==> src/rtl/disp_pkg.sv <==
package disp_pkg;
  localparam int unsigned N_BANK_D = 4;
  localparam int unsigned N_COL_D  = 40;
  localparam int unsigned DW_D     = 8;
  localparam int unsigned SUB_W_D  = 4;

  typedef enum logic [1:0] {OP_IDLE, OP_WR, OP_RD} op_e;
endpackage

==> src/rtl/disp_ptr.sv <==
module disp_ptr #(
  parameter int unsigned N_BANK = 4,
  parameter int unsigned N_COL  = 40,
  localparam int unsigned BANK_W = $clog2(N_BANK),
  localparam int unsigned X_W    = $clog2(N_COL),
  localparam int unsigned AW     = $clog2(N_BANK * N_COL)
) (
  input  logic              clk_i,
  input  logic              rst_ni,
  input  logic              ld_bank_i,
  input  logic [BANK_W-1:0] bank_i,
  input  logic              ld_x_i,
  input  logic [X_W-1:0]    x_i,
  input  logic              adv_i,
  output logic [AW-1:0]     addr_o
);
  logic [BANK_W-1:0] bank_q;
  logic [X_W-1:0]    x_q;
  logic              x_last, bank_last;

  assign x_last    = (x_q == X_W'(N_COL - 1));
  assign bank_last = (bank_q == BANK_W'(N_BANK - 1));

  always_ff @(posedge clk_i or negedge rst_ni) begin
    if (!rst_ni) begin
      bank_q <= '0;
      x_q    <= '0;
    end else if (ld_bank_i || ld_x_i) begin
      if (ld_bank_i) bank_q <= bank_i;
      if (ld_x_i)    x_q    <= (32'(x_i) < N_COL) ? x_i : '0;
    end else if (adv_i) begin
      if (x_last) begin
        x_q    <= '0;
        bank_q <= bank_last ? '0 : bank_q + 1'b1;
      end else begin
        x_q <= x_q + 1'b1;
      end
    end
  end

  assign addr_o = AW'(bank_q) * AW'(N_COL) + AW'(x_q);
endmodule

==> src/rtl/disp_sub.sv <==
module disp_sub #(
  parameter int unsigned SUB_W = 4
) (
  input  logic             clk_i,
  input  logic             rst_ni,
  input  logic             ld_i,
  input  logic [SUB_W-1:0] val_i,
  input  logic             adv_i,
  output logic [SUB_W-1:0] sub_o
);
  always_ff @(posedge clk_i or negedge rst_ni) begin
    if (!rst_ni)     sub_o <= '0;
    else if (ld_i)   sub_o <= val_i;
    else if (adv_i)  sub_o <= sub_o + 1'b1;  // natural wrap
  end
endmodule

==> src/rtl/disp_mem.sv <==
module disp_mem #(
  parameter int unsigned DEPTH = 160,
  parameter int unsigned DW    = 8,
  localparam int unsigned AW   = $clog2(DEPTH)
) (
  input  logic          clk_i,
  input  logic          rst_ni,
  input  logic          we_i,
  input  logic          re_i,
  input  logic [AW-1:0] addr_i,
  input  logic [DW-1:0] wdata_i,
  output logic [DW-1:0] rdata_o,
  output logic          vld_o
);
  logic [DW-1:0] mem_q [DEPTH];

  always_ff @(posedge clk_i) begin
    if (we_i) mem_q[addr_i] <= wdata_i;
  end

  // idle value all-ones: released line
  always_ff @(posedge clk_i or negedge rst_ni) begin
    if (!rst_ni) begin
      rdata_o <= '1;
      vld_o   <= 1'b0;
    end else begin
      rdata_o <= re_i ? mem_q[addr_i] : '1;
      vld_o   <= re_i;
    end
  end
endmodule

==> src/rtl/disp_ram_seq.sv <==
module disp_ram_seq
  import disp_pkg::*;
#(
  parameter int unsigned N_BANK = N_BANK_D,
  parameter int unsigned N_COL  = N_COL_D,
  parameter int unsigned DW     = DW_D,
  parameter int unsigned SUB_W  = SUB_W_D,
  parameter logic [SUB_W-1:0] HW_SUB = '0
) (
  input  logic                             clk_i,
  input  logic                             rst_ni,
  input  logic                             ld_bank_i,
  input  logic [$clog2(N_BANK)-1:0]        bank_i,
  input  logic                             ld_x_i,
  input  logic [$clog2(N_COL)-1:0]         x_i,
  input  logic                             ld_sub_i,
  input  logic [SUB_W-1:0]                 sub_i,
  input  logic                             byte_vld_i,
  input  logic                             rd_i,
  input  logic                             nack_i,
  input  logic [DW-1:0]                    wdata_i,
  output logic [$clog2(N_BANK*N_COL)-1:0]  ram_addr_o,
  output logic                             ram_we_o,
  output logic [DW-1:0]                    rdata_o,
  output logic                             rdata_vld_o
);
  localparam int unsigned DEPTH = N_BANK * N_COL;

  logic             any_ld, rd_open_q, adv_w, hit_w;
  logic [SUB_W-1:0] sub_w;
  op_e              op;

  assign any_ld = ld_bank_i | ld_x_i | ld_sub_i;

  always_comb begin
    op = OP_IDLE;
    if (byte_vld_i && !any_ld) begin
      if (!rd_i)          op = OP_WR;
      else if (rd_open_q) op = OP_RD;
    end
  end

  assign adv_w    = (op != OP_IDLE);
  assign hit_w    = (sub_w == HW_SUB);
  assign ram_we_o = (op == OP_WR) && hit_w;

  // read stream closes on nacked byte, reopens on any load
  always_ff @(posedge clk_i or negedge rst_ni) begin
    if (!rst_ni)                        rd_open_q <= 1'b1;
    else if (any_ld)                    rd_open_q <= 1'b1;
    else if (op == OP_RD && nack_i)     rd_open_q <= 1'b0;
  end

  disp_ptr #(.N_BANK(N_BANK), .N_COL(N_COL)) u_ptr (
    .clk_i     (clk_i),
    .rst_ni    (rst_ni),
    .ld_bank_i (ld_bank_i),
    .bank_i    (bank_i),
    .ld_x_i    (ld_x_i),
    .x_i       (x_i),
    .adv_i     (adv_w),
    .addr_o    (ram_addr_o)
  );

  disp_sub #(.SUB_W(SUB_W)) u_sub (
    .clk_i  (clk_i),
    .rst_ni (rst_ni),
    .ld_i   (ld_sub_i),
    .val_i  (sub_i),
    .adv_i  (adv_w),
    .sub_o  (sub_w)
  );

  disp_mem #(.DEPTH(DEPTH), .DW(DW)) u_mem (
    .clk_i   (clk_i),
    .rst_ni  (rst_ni),
    .we_i    (ram_we_o),
    .re_i    (op == OP_RD),
    .addr_i  (ram_addr_o),
    .wdata_i (wdata_i),
    .rdata_o (rdata_o),
    .vld_o   (rdata_vld_o)
  );
endmodule

==> config.mk <==
export PLATFORM = sky130hd
export DESIGN_NAME = disp_ram_seq
export DESIGN_NICKNAME = d
export VERILOG_FILES = /design/src/rtl/disp_pkg.sv /design/src/rtl/disp_ptr.sv /design/src/rtl/disp_sub.sv /design/src/rtl/disp_mem.sv /design/src/rtl/disp_ram_seq.sv
export SDC_FILE = /design/constraint.sdc
export NUM_CORES = 1
export LEC_CHECK = 0
export ABC_AREA = 1
export CAP_MARGIN = 10
export CORE_ASPECT_RATIO = 0.5
export CORE_MARGIN = 10
export CORE_UTILIZATION = 42
export DETAILED_ROUTE_END_ITERATION = 7
export HOLD_SLACK_MARGIN = 0.1
export PLACE_DENSITY = 0.59
export SLEW_MARGIN = 25
export SYNTH_ARGS = -nofsm -noshare
export SYNTH_HDL_FRONTEND = slang
export SYNTH_SLANG_ARGS = --single-unit
==> constraint.sdc <==
create_clock -name clk_i -period 5.2 [get_ports clk_i]
set_input_delay 1.04 -clock clk_i [delete_from_list [all_inputs] [get_ports clk_i]]
set_output_delay 1.04 -clock clk_i [all_outputs]
set_load 0.03 [all_outputs]
# Yosys cells after proc, flatten, opt, wreduce, memory -nomap -nowiden
# Memories as Yosys holds them, arrays and structs flattened.
# Cells that the tools add are included.
dict set report totals {
  register_bits 22
  latch_bits 0
  ramBits 1280
  mem_bits_ro 0
  input_bits 28
  out_inout_bits 18
  word_cells 54
  memories 1
}
# memory depth width rd rd_clocked_by_memory_dff wr line
set mem_list {}
lappend mem_list {u_mem.mem_q 160 8 1 0 1 disp_mem.sv:15} ;# logic [DW-1:0] mem_q [DEPTH];
dict set report classes {
  add_sub_neg 4
  n_mul 1
  n_div 0
  order_cmp 1
  n_eq_ne 6
  shift 0
  muxes 20
  bitwise 2
  n_reduce_logical 13
}
# op count
set op_table {}
lappend op_table {{2-to-1 mux 6 bit} 5}
lappend op_table {{2-to-1 mux 2 bit} 8}
lappend op_table {{nonzero test 2 bit} 5}
lappend op_table {{adder 8 x 6 -> 8 bit} 1}
lappend op_table {{2-to-1 mux 4 bit} 2}
lappend op_table {{2-to-1 mux 8 bit} 1}
lappend op_table {{adder 6 x 1 -> 6 bit, second input constant} 1}
lappend op_table {{== test 6 bit, second input constant} 1}
lappend op_table {{< comparator 6 bit, second input constant} 1}
lappend op_table {{multiplier 2 x 3 -> 5 bit, second input constant} 1}
lappend op_table {{adder 4 x 1 -> 4 bit, second input constant} 1}
lappend op_table {{== test 2 bit, second input constant} 2}
lappend op_table {{logical NOT 4 bit} 1}
lappend op_table {{2-to-1 mux 1 bit} 4}
lappend op_table {{inequality test 2 bit, second input constant} 2}
lappend op_table {{logical AND 1 bit} 3}
lappend op_table {{AND reduction 3 bit} 1}
lappend op_table {{adder 2 x 1 -> 2 bit, second input constant} 1}
lappend op_table {{== test 2 x 1 -> 1 bit, second input constant} 1}
lappend op_table {{bitwise OR 1 bit} 2}
lappend op_table {{AND reduction 2 bit} 1}
lappend op_table {{logical NOT 1 bit} 1}
lappend op_table {{logical OR 1 bit} 1}

# Longest topological paths before layout
dict set report depth {
  ltp_word 9
  ltp_mapped 17
  mapped_depth_nobuf 14
}

# Hierarchy
# From an unflattened synthesis, not the netlist that was laid out.
dict set report unflattened {
  cells_unflattened 5051
  hier_area_um2 54167.0
}
# mod instances cells_each area_per_inst_um2
set by_module_without_submodules {}
lappend by_module_without_submodules {disp_mem 1 4906 53122.2}
lappend by_module_without_submodules {disp_ptr 1 103 732.0}
lappend by_module_without_submodules {disp_sub 1 27 219.0}
lappend by_module_without_submodules {disp_ram_seq 1 15 93.8}

# Least setup slack after synthesis
# OpenSTA, ideal clock, no wires.
dict set report synth_timing {
  kind {reg2reg}
  startpoint {register u_ptr.bank_q[0]}
  endpoint {memory u_mem.mem_q[26][0], enable pin}
  setup_time_ps 370
  arrival_ps 2855
  t_required_ps 4830
  path_slack_ps 1975
  stages_incl_launch_ff 11
  path_buffers 2
  synth_period_minus_slack_ps 3225
  path_cell_list {dfrtp_1 ha_1 fa_1 buf_2 inv_1 nor2_2 inv_1 nor2_2 clkinv_1 buf_2 nor2_1}
}
dict set report synth_via {
  elab_chain_cells 2
}
# element line
set synth_lines {}
lappend synth_lines {{from (decl)} disp_ptr.sv:17} ;# logic [BANK_W-1:0] bank_q;
lappend synth_lines {{from (signal assigned)} disp_ptr.sv:29} ;# if (ld_bank_i) bank_q <= bank_i;
lappend synth_lines {{from (signal assigned)} disp_ptr.sv:34} ;# bank_q <= bank_last ? '0 : bank_q + 1'b1;
lappend synth_lines {{multiplier 2 x 3 -> 5 bit} disp_ptr.sv:41} ;# assign addr_o = AW'(bank_q) * AW'(N_COL) + AW'(x_q);
lappend synth_lines {{adder 8 x 6 -> 8 bit} disp_ptr.sv:41}
lappend synth_lines {{named net ram_addr_o[4]} disp_ram_seq.sv:22} ;# output logic [$clog2(N_BANK*N_COL)-1:0] ram_addr_o,
lappend synth_lines {{to (decl)} disp_mem.sv:15}
# The timed path passes the listed nets, and every way through them passes these cells.

# Worst setup path after layout
dict set report layout_timing {
  startpoint {input ld_bank_i}
  endpoint {output ram_we_o}
}
dict set report layout_via {
  elab_chain_cells 7
}
# element line
set layout_lines {}
lappend layout_lines {{from (decl)} disp_ram_seq.sv:12} ;# input logic ld_bank_i,
lappend layout_lines {{bitwise OR 1 bit (2 in series)} disp_ram_seq.sv:33} ;# assign any_ld = ld_bank_i | ld_x_i | ld_sub_i;
lappend layout_lines {{logical NOT 1 bit} disp_ram_seq.sv:37} ;# if (byte_vld_i && !any_ld) begin
lappend layout_lines {{logical AND 1 bit} disp_ram_seq.sv:37}
lappend layout_lines {{2-to-1 mux 2 bit} disp_ram_seq.sv:37}
lappend layout_lines {{== test 2 x 1 -> 1 bit} disp_ram_seq.sv:45} ;# assign ram_we_o = (op == OP_WR) && hit_w;
lappend layout_lines {{logical AND 1 bit} disp_ram_seq.sv:45}
lappend layout_lines {{to (decl)} disp_ram_seq.sv:23} ;# output logic ram_we_o,
# Every way passes these cells.

==> summary.txt <==
Floorplanning
  – Die width: 527 um
  – Die area: 144000 um^2
  – Rows: 92
  – IO Count: 46
  – Chip height: 274 um
  – Initial Util: 0.426
  – CORE AREA: 127000 um^2

Drt
  – DR top layer: met4
  – DRT antenna net count: 0
  – Met1 WL: 65.7 mm
  – DR WL met2: 69.5 mm
  – 1st-pass router iterations: 6
  – Final WL: 152 mm
  – DR iter-0 viols: 4329
  – # DRC: 0
  – Via count: 36.2k
  – Drt via density: 5.44
  – Avg WL per Cell: 22.8 um
  – Detail Route met3 WL: 12.9 mm

Critical path
  – Critical Path End Type: primary output
  – Buf+Inv Stages, Crit Path: 4
  – CP max stage cell: clkdlybuf4s50_1
  – CP Launch Type: primary input
  – WP data arrival: 3.33 ns
  – Crit-path max cell delay: 0.75 ns
  – Top cell family by delay on the critical path: buffers and inverters
  – Crit-path cells: clkdlybuf4s50_1 -> nor2_2 -> nand2_1 -> inv_2 -> nand2_1 -> nor3_4 -> buf_4 -> clkdlybuf4s50_1
  – Worst Path Required: 4.16 ns
  – Critical path class: primary input to primary output
  – CP Max Fanout: 17

STA
  – Final hold violation count: 0
  – Setup TNS: 0 ns
  – Unrepaired setup endpoints after global routing: false
  – Fin Clk Skew: 0.0428 ns
  – Count of final max-slew check failures: 0
  – Relative slew slack: 0.220
  – Setup violation total in the final timing report: 0
  – Fin crit period: 4.37 ns
  – Worst Slack Setup Final: 0.826 ns
  – Achievable Freq: 0.229 GHz
  – Post-route clock period utilization: 0.841
  – Slew @ Worst Pin: 1.17 ns

GRT
  – Antenna violations before repair: 5
  – Grt ovf: 0
  – Global-route wire length before repair: 226 mm
  – Number of global-route vias before repair: 35.5k
  – Largest net degree at the start of global routing: 245
  – Tot GR Track Use: 0.205

Place
  – Half-perimeter wire length after placement: 90.1 mm
  – RePlAce Congestion: 0.889
  – # placed instances: 6443
  – Placed Instance Area: 56300 um^2
  – Pre-CTS setup slack: 0.689 ns
  – Port bufs: 45

Logic synthesis
  – Asr flop ratio synth: 0.0169
  – Library cells used by synthesis: 34
  – Synth Warn #: 0
  – Post-synthesis sequential area ratio: 0.722
  – Gate Count Post-Synth: 4861
  – Synthesized area: 54000 um^2
  – Synth top cells by count: edfxtp_1 (1280), nand2_1 (1187), nor2_1 (1044)
  – Post-Syn Area per Cell: 11.1 um^2
  – Count leader, synth: edfxtp_1
  – Flops & latches, synth: 1302
  – Syn Nets: 4900
  – Number of synthesized flops with an enable pin: 1280
  – Yosys top cell by area: edfxtp_1
  – Yosys top cell area share: 0.712
  – Largest cells by area after synthesis: edfxtp_1 (71%), nand2_1 (8.3%), nor2_1 (7.3%), o21ai_0 (4.9%), nand3_1 (1.6%)
  – Top_reg_cell synth: edfxtp_1

Pwr
  – Worst vdd ir: 0.274 mV
  – Lkg Pwr: 21.5 nW
  – Pwr dens: 390 nW/um^2

Clocking
  – Sink Count: 1302
  – Clock latency on the worst-skew pair: 0.74 ns
  – Post-CTS Resized: 0
  – Num CTS Buffers: 118
  – Clk buf depth: 3
  – Hold_buf cts: 0
  – Clk slew on worst S/H paths: 0.06 ns
  – Post-CTS Setup Inserts: 0
  – CTS root buffer: clkbuf_16
  – CTS tree: done
  – H-tree Lvls: 3

Cells and area
  – Fin nets: 4910
  – Share of cells above drive strength 1: 0.0644
  – Ant diodes: 0
  – Layout Utilization: 0.472
  – Design area: 59900 um^2
  – Area delta synth->final: 10.9%
  – Count of non-filler cells in the finished layout: 6658

Run
  – Max-cap violation count: 0

Worst hold path
  – Hold WC Path Type: primary input to asynchronous set/reset pin

Outcome
  – Status: complete, no violations
## report_power, final
part	switching [mW]	internal, mW
combinational	2.61	0.832
clock	3.82	4.52
sequential	0.0481	11.5
total	6.47	16.9
## worst reg2reg max path, cell delays in order, from the launching register on
cell	delay, ns
dfrtp_1	0.43
ha_1	0.24
fa_1	0.39
nor2_1	0.15
nor2_2	0.13
nor2_2	0.54
nand2_1	0.73
nor2_1	0.93
## cell families after synthesis
kind of cell | Yosys count | synth area share
xor gates and xnor gates | 1 | 0.000162
and+or+nand+nor | 2438 | 0.176
adders and majority gates | 11 | 0.00269
DFF | 1302 | 0.722
buffers and inverters | 459 | 0.0376
AOI/OAI and AO/OA | 650 | 0.0613
## layout make-up
| class | count | area (um^2) |
|---|---|---|
| Sequential cell | 1302 | 39000 |
| Fill cell | 11584 | 66900 |
| Timing Repair Buffer | 159 | 1460 |
| Inverter | 190 | 738 |
| Clock inverter | 62 | 465 |
| Tap cell | 1692 | 2120 |
| Clock buffer | 153 | 3130 |
| Multi-Input combinational cell | 3100 | 13000 |
## cell usage in the layout (no fill, tap or decap), types with 3 or more instances in the layout
cell             synthesis  final
buf_12                   0     12
inv_2                    6      5
nand2_1               1187   1187
buf_6                   10      8
clkbuf_1                86     33
nand4_1                 12     12
inv_6                    0      4
inv_1                  181    180
o22ai_1                 29     29
edfxtp_1              1280   1280
bufinv_16                0      6
o21ai_0                533    533
nor2_4                   0      3
ha_1                    10     10
nor2_1                1044   1041
clkdlybuf4s50_1          0     36
nand3_2                  9      9
dfstp_2                  9      9
nor2_2                   6      6
o21ai_1                 49     49
clkinv_2                 0     21
clkbuf_16                0    120
buf_4                   20    102
clkinv_1                 2     29
a21oi_1                 32     32
dfrtp_1                 13     11
nand3_1                172    172
## stage by stage
step / hold WS [ns] / total power, mW
after CTS: 0.377 / 23.4
final: 0.383 / 23.4
after floorplan: 0.522 / 13.8
after detailed placement: 0.565 / 15.2
after global placement: 0.555 / 15.2
after global routing: 0.389 / 24.2
## registers in the layout (all words and copies together) (netlist names)
signal and cells:
u_sub.sub_o 4, u_mem.mem_q 1280, rd_open_q 1, u_ptr.bank_q 2, u_mem.rdata_o 8, u_ptr.x_q 6, u_mem.vld_o 1
## metal layers
metal	GRT usage	up-vias
li1	-	16517
met1	0.289	17859
met2	0.326	1597
met3	0.0368	235
met4	0.0554	0
met5	0	-
## worst paths after layout
path	from	to	slack [ns]	cells past startpoint
max	ld_bank_i	ram_we_o	0.83	8
min	rst_ni	u_ptr.x_q[5]	0.38	1
max reg2reg	u_ptr.bank_q[0]	u_mem.mem_q[77][0]	1.28	7
min reg2reg	rd_open_q	rd_open_q	0.57	2
max in group asynchronous	rst_ni	u_ptr.x_q[0]	4.25	1
min in group clk_i	rd_open_q	rd_open_q	0.57	2
No activity file was read; power rests on OpenSTA's default activity.
